[config.mk]
export PLATFORM = sky130hd
export DESIGN_NAME = wdt_escalate
export DESIGN_NICKNAME = d
export VERILOG_FILES = /design/src/rtl/wdt_pkg.sv /design/src/rtl/wdt_keylock.sv /design/src/rtl/wdt_prescaler.sv /design/src/rtl/wdt_period.sv /design/src/rtl/wdt_escalate.sv
export SDC_FILE = /design/constraint.sdc
export NUM_CORES = 1
export LEC_CHECK = 0
export BUFFER_PORTS_ARGS = -buffer_cell sky130_fd_sc_hd__buf_4
export CAP_MARGIN = 25
export CORE_UTILIZATION = 55
export CTS_CLUSTER_DIAMETER = 150
export CTS_CLUSTER_SIZE = 40
export DETAILED_ROUTE_END_ITERATION = 8
export PLACE_DENSITY = 0.95
export SYNTH_ARGS = -nofsm -noshare
export SYNTH_HDL_FRONTEND = slang
export SYNTH_SLANG_ARGS = --single-unit
export TNS_END_PERCENT = 50
[constraint.sdc]
create_clock -name clk -period 2.5 [get_ports clk]
set_input_delay 0.25 -clock clk [delete_from_list [all_inputs] [get_ports clk]]
set_output_delay 0.25 -clock clk [all_outputs]
set_load 0.005 [all_outputs]
[src/rtl/wdt_pkg.sv]
package wdt_pkg;
  typedef enum logic [1:0] {
    MODE_RST  = 2'b00,
    MODE_NMI  = 2'b01,
    MODE_ESC  = 2'b10,
    MODE_RST2 = 2'b11
  } wdt_mode_e;

  localparam logic [15:0] UNLOCK_KEY = 16'h0096;
  localparam logic [3:0]  RUN_STOP   = 4'b1010;
endpackage

[src/rtl/wdt_keylock.sv]
module wdt_keylock #(
  parameter int KEY_W = 16,
  parameter int SRC_W = 2,
  parameter int DIV_W = 2,
  parameter logic [KEY_W-1:0] KEY = 16'h0096
) (
  input  logic             clk,
  input  logic             rst_n,
  input  logic             key_wr,
  input  logic [KEY_W-1:0] key_data,
  input  logic             cfg_wr,
  input  logic [SRC_W-1:0] cfg_src,
  input  logic [DIV_W-1:0] cfg_div,
  input  logic             cfg_dbg_run,
  output logic             unlocked,
  output logic [SRC_W-1:0] src_q,
  output logic [DIV_W-1:0] div_q,
  output logic             dbg_run_q
);
  logic             unl_n;
  logic [SRC_W-1:0] src_n;
  logic [DIV_W-1:0] div_n;
  logic             dbg_n;
  logic             cfg_en;

  assign cfg_en = cfg_wr & unlocked;

  always_comb begin
    unl_n = unlocked;
    if (key_wr) unl_n = (key_data == KEY);
    src_n = src_q;
    div_n = div_q;
    dbg_n = dbg_run_q;
    if (cfg_en) begin
      src_n = cfg_src;
      div_n = cfg_div;
      dbg_n = cfg_dbg_run;
    end
  end

  always_ff @(posedge clk or negedge rst_n) begin
    if (!rst_n) begin
      unlocked  <= 1'b0;
      src_q     <= '0;
      div_q     <= '0;
      dbg_run_q <= 1'b0;
    end else begin
      unlocked  <= unl_n;
      src_q     <= src_n;
      div_q     <= div_n;
      dbg_run_q <= dbg_n;
    end
  end
endmodule

[src/rtl/wdt_prescaler.sv]
module wdt_prescaler #(
  parameter int SRC_N = 4,
  parameter int DIV_W = 2,
  localparam int SRC_W = $clog2(SRC_N),
  localparam int PW = (1 << DIV_W) - 1
) (
  input  logic             clk,
  input  logic             rst_n,
  input  logic [SRC_N-1:0] src_en,
  input  logic [SRC_W-1:0] src_sel,
  input  logic [DIV_W-1:0] div_sel,
  input  logic             allow,
  input  logic             clr,
  output logic             tick
);
  logic [SRC_N-1:0] sel_hot;
  logic             src_pick;
  logic             adv;
  logic [PW:0]      mask_full;
  logic [PW-1:0]    mask;
  logic [PW-1:0]    pcnt, pcnt_n;

  for (genvar g = 0; g < SRC_N; g++) begin : g_sel
    assign sel_hot[g] = src_en[g] & (src_sel == SRC_W'(g));
  end

  assign src_pick  = |sel_hot;
  assign adv       = src_pick & allow;
  assign mask_full = ({{PW{1'b0}}, 1'b1} << div_sel) - 1'b1;
  assign mask      = mask_full[PW-1:0];
  assign tick      = adv & ((pcnt & mask) == mask);

  always_comb begin
    pcnt_n = pcnt;
    if (clr)      pcnt_n = '0;
    else if (adv) pcnt_n = pcnt + 1'b1;
  end

  always_ff @(posedge clk or negedge rst_n) begin
    if (!rst_n) pcnt <= '0;
    else        pcnt <= pcnt_n;
  end
endmodule

[src/rtl/wdt_period.sv]
module wdt_period
  import wdt_pkg::*;
#(
  parameter int CNT_W = 10
) (
  input  logic             clk,
  input  logic             rst_n,
  input  logic             tick,
  input  logic             clr,
  input  logic [CNT_W-1:0] cmp,
  input  wdt_mode_e        mode,
  input  logic             stat_clr,
  output logic [CNT_W-1:0] count,
  output logic             flag,
  output logic             rst_req
);
  logic [CNT_W-1:0] count_n;
  logic             flag_n, pend, pend_n, rst_n_q;
  logic             hit, set_flag;

  assign hit = tick & ~clr & (count == cmp);

  always_comb begin
    count_n  = count;
    pend_n   = pend;
    set_flag = 1'b0;
    rst_n_q  = 1'b0;
    if (clr) begin
      count_n = '0;
      pend_n  = 1'b0;
    end else if (tick) begin
      if (hit) count_n = '0;
      else     count_n = count + 1'b1;
    end
    if (hit) begin
      unique case (mode)
        MODE_NMI: set_flag = 1'b1;
        MODE_ESC: begin
          if (pend) begin
            rst_n_q = 1'b1;
            pend_n  = 1'b0;
          end else begin
            set_flag = 1'b1;
            pend_n   = 1'b1;
          end
        end
        default: rst_n_q = 1'b1;
      endcase
    end
    if (set_flag)      flag_n = 1'b1;
    else if (stat_clr) flag_n = 1'b0;
    else               flag_n = flag;
  end

  always_ff @(posedge clk or negedge rst_n) begin
    if (!rst_n) begin
      count   <= '0;
      flag    <= 1'b0;
      pend    <= 1'b0;
      rst_req <= 1'b0;
    end else begin
      count   <= count_n;
      flag    <= flag_n;
      pend    <= pend_n;
      rst_req <= rst_n_q;
    end
  end
endmodule

[src/rtl/wdt_escalate.sv]
module wdt_escalate
  import wdt_pkg::*;
#(
  parameter int CNT_W = 10,
  parameter int SRC_N = 4,
  parameter int DIV_W = 2,
  parameter int KEY_W = 16,
  parameter int RUN_W = 4,
  localparam int SRC_W = $clog2(SRC_N)
) (
  input  logic             clk,
  input  logic             rst_n,
  input  logic             key_wr,
  input  logic [KEY_W-1:0] key_data,
  input  logic             cfg_wr,
  input  logic [SRC_W-1:0] cfg_src,
  input  logic [DIV_W-1:0] cfg_div,
  input  logic             cfg_dbg_run,
  input  logic             ctl_wr,
  input  logic [RUN_W-1:0] ctl_run,
  input  logic [1:0]       ctl_mode,
  input  logic [CNT_W-1:0] ctl_cmp,
  input  logic             cnt_clr,
  input  logic             stat_clr,
  input  logic             dbg_mode,
  input  logic [SRC_N-1:0] src_en,
  output logic             nmi,
  output logic             rst_req,
  output logic [CNT_W-1:0] count,
  output logic             unlocked,
  output logic [SRC_W-1:0] cfg_src_q,
  output logic [DIV_W-1:0] cfg_div_q,
  output logic             cfg_dbg_q
);
  logic [1:0]       rsync;
  logic             irst_n;
  logic [RUN_W-1:0] run_q, run_n;
  wdt_mode_e        mode_q, mode_n;
  logic [CNT_W-1:0] cmp_q, cmp_n;
  logic             dbg_run_q;
  logic             allow, tick;

  always_ff @(posedge clk or negedge rst_n) begin
    if (!rst_n) rsync <= 2'b00;
    else        rsync <= {rsync[0], 1'b1};
  end
  assign irst_n = rsync[1];

  always_comb begin
    run_n  = run_q;
    mode_n = mode_q;
    cmp_n  = cmp_q;
    if (ctl_wr) begin
      run_n  = ctl_run;
      mode_n = wdt_mode_e'(ctl_mode);
      cmp_n  = ctl_cmp;
    end
  end

  always_ff @(posedge clk or negedge irst_n) begin
    if (!irst_n) begin
      run_q  <= RUN_W'(RUN_STOP);
      mode_q <= MODE_RST;
      cmp_q  <= '1;
    end else begin
      run_q  <= run_n;
      mode_q <= mode_n;
      cmp_q  <= cmp_n;
    end
  end

  wdt_keylock #(.KEY_W(KEY_W), .SRC_W(SRC_W), .DIV_W(DIV_W),
                .KEY(KEY_W'(UNLOCK_KEY))) u_lock (
    .clk(clk), .rst_n(irst_n), .key_wr(key_wr), .key_data(key_data),
    .cfg_wr(cfg_wr), .cfg_src(cfg_src), .cfg_div(cfg_div),
    .cfg_dbg_run(cfg_dbg_run), .unlocked(unlocked), .src_q(cfg_src_q),
    .div_q(cfg_div_q), .dbg_run_q(dbg_run_q)
  );
  assign cfg_dbg_q = dbg_run_q;

  assign allow = (run_q != RUN_W'(RUN_STOP)) & (~dbg_mode | dbg_run_q);

  wdt_prescaler #(.SRC_N(SRC_N), .DIV_W(DIV_W)) u_pre (
    .clk(clk), .rst_n(irst_n), .src_en(src_en), .src_sel(cfg_src_q),
    .div_sel(cfg_div_q), .allow(allow), .clr(cnt_clr), .tick(tick)
  );

  wdt_period #(.CNT_W(CNT_W)) u_per (
    .clk(clk), .rst_n(irst_n), .tick(tick), .clr(cnt_clr), .cmp(cmp_q),
    .mode(mode_q), .stat_clr(stat_clr), .count(count), .flag(nmi),
    .rst_req(rst_req)
  );
endmodule

==> flow_summary.yaml <==
outcome:
  status: "complete, no violations"
final_layout:
  drive_gt1_frac: 0.472
  n_antenna_cell: 0
  mostFrequentLayoutCells: "buf_4 (69), dfrtp_1 (28), mux2_2 (19)"
  postLayoutCoreUtil: 0.747
  nets: 302
  final_common_cell: "buf_4"
  syn2layout_area_growth_pct: 29.7
  fin_cells: 298
synthesis:
  synth_top_area_frac: 0.330
  synth_cell_types: 48
  syn_nets: 235
  syn_area_per_cell_sq_um: 11.7
  synth-edff-count: 0
  synth.area.top_cells: "dfrtp_1 (33%), dfstp_2 (15%), mux2_2 (10%), xor2_1 (3.7%), nand2_1 (2.8%)"
  yosys.area.top_type: "dfrtp_1"
  synth-seq-cells: 40
  synth_cells: 182
  ys_seq_area_frac: 0.478
  syn_area_sq_um: 2120
  ys_warn_count: 0
  ys.flop_type: "dfrtp_1"
  async_reset_ff_frac: 1.00
critical_path:
  worstSetupPathType: "register to register"
  cp-start-kind: "register"
  cp_num_buf_inv: 0
  critPathTopFamily: "simple AND/OR/NAND/NOR gates"
  crit_slowest_cell: "or4_1"
  crit_arrival_ns: 2.21
  cp.required_ns: 2.72
  crit_chain: "mux4_2 > and3_1 > nand3_4 > or4_1 > a21oi_1"
  cpPeakStageDelay_ns: 0.50
  crit_path_end_kind: "register"
  cp_max_fo: 7
routing:
  num_vias: 1660
  drt_iter0_drc: 96
  wl_met1_mm: 1.88
  routed-wl-met3_um: 222
  ant_nets: 0
  firstDrtPassIters: 7
  routed_via_density: 5.57
  wl_mm: 4.42
  wl_met2_mm: 2.26
  routed.top_layer: "met4"
  drc: 0
  avgRoutedWirePerCell_um: 14.8
global_routing:
  antenna_found_initial: 0
  grt_pass1_vias: 1559
  grt_first_pass_wirelength_mm: 7.33
  grt_max_degree: 21
  grt-ovfl-total: 0
  gr-usage-all-layers: 0.242
floorplanning:
  io-pin-count: 67
  row_count: 22
  die_y_um: 64.2
  die_area_sq_um: 4120
  start_util: 0.576
  core_region_area_sq_um: 3690
  die_w_um: 64.2
power_and_ir_drop:
  peakVddDrop_v: 0.000382
  power_density_nw_per_um2: 549
  total_power_mw: 1.51
  power.leakage_nw: 1.26
job:
  cap_violations: 0
clock_tree:
  clock_latency_ns: 0.30
  ctsHoldBuffers: 1
  numCtsBuffers: 5
  cts_tree: "yes"
  ctsResizeCount: 0
  ctsRootBufferMaster: "clkbuf_8"
  clk_pin_slew_ns: 0.07
  cts_sinks: 40
  cts_buffer_depth: 2
  h-tree-depth: 2
  post_cts_buffers: 0
timing:
  finalSetupTns_ns: 0
  finalMaxSlewViolations: 0
  setup_viol: 0
  period_minus_slack_ns: 1.99
  timing.final.ws_setup_ns: 0.512
  period_share: 0.795
  skew_ns: 0.0103
  rsz0062_at_grt: "no"
  slew_headroom: 0.616
  worst_slew_pin_slew_ns: 0.576
  fmax_mhz: 503
  finalHoldViolCount: 0
placed_design:
  dp_hpwl_mm: 3.29
  place_congestion: 0.810
  dp_cells: 289
  port_buffers: 66
  dpl_worst_slack_ns: 0.537
hold_path:
  hp-class: "input port to register"
==> area by class of cell <==
type                            instances  area (sq um)
Clock inverter                          2          33.8
Inverter                                8          30.0
Tap cell                               48          60.1
Multi-Input combinational cell        124          1010
Sequential cell                        40          1020
Timing Repair Buffer                   70           528
Fill cell                             257           932
Clock buffer                            6          82.6
==> per-layer routing <==
| metal | up-vias | GRT usage |
|---|---|---|
| met5 | - | 0 |
| met4 | 0 | 0.0806 |
| met3 | 6 | 0.0661 |
| met2 | 54 | 0.391 |
| met1 | 801 | 0.316 |
| li1 | 799 | - |
==> Yosys cell counts, drive strengths merged (3+ instances only) <==
library cell,number
o21ai,4
nand2,17
and3,6
ha,4
nand4,6
xnor2,3
clkbuf,4
o2111ai,3
buf,5
o221ai,5
nor4,3
nand3,8
xor2,9
inv,8
dfrtp,28
dfstp,12
nor2,8
mux2,19
or4,4
==> power breakdown <==
part / internal, mW / switching (mW)
registers: 0.704 / 0.0390
clock network: 0.321 / 0.216
logic: 0.130 / 0.104
total: 1.15 / 0.359
==> flip-flops by register name (all words and copies together), names as in the netlist <==
register	flops
cmp_q	10
mode_q	2
rsync	2
run_q	4
u_lock.dbg_run_q	1
u_lock.div_q	2
u_lock.src_q	2
u_lock.unlocked	1
u_per.count	10
u_per.flag	1
u_per.pend	1
u_per.rst_req	1
u_pre.pcnt	3
==> cell families (layout without fill, tap and decap cells) <==
group / after synthesis / count (layout) / share of synthesized area
AOI/OAI and AO/OA: 24 / 24 / 0.102
buffers and inverters: 18 / 86 / 0.0483
and+or+nand+nor: 62 / 62 / 0.180
other: 1 / 1 / 0.00177
DFF: 40 / 40 / 0.478
adders and majority gates: 4 / 4 / 0.0236
muxes: 21 / 21 / 0.116
xor gates and xnor gates: 12 / 12 / 0.0495
==> metrics by stage <==
stage                     hold slack, ns  instance area [sq um]
after floorplan                  -0.0456                   2120
after global placement            0.0334                   2630
after detailed placement          0.0338                   2630
after CTS                          0.128                   2760
after global routing               0.130                   2760
final                              0.136                   2760
==> final timing paths <==
path,start,endpoint,slack [ns],cells past startpoint
min reg2reg,rsync[1],u_per.count[6],0.23,0
max in group asynchronous,rsync[1],cmp_q[4],1.34,2
max,u_lock.src_q[0],u_per.pend,0.51,5
max reg2reg,u_lock.src_q[0],u_per.pend,0.51,5
min in group asynchronous,rsync[1],u_per.count[6],0.23,0
min,key_wr,u_lock.unlocked,0.14,2
No activity file was read; power rests on OpenSTA's default activity.
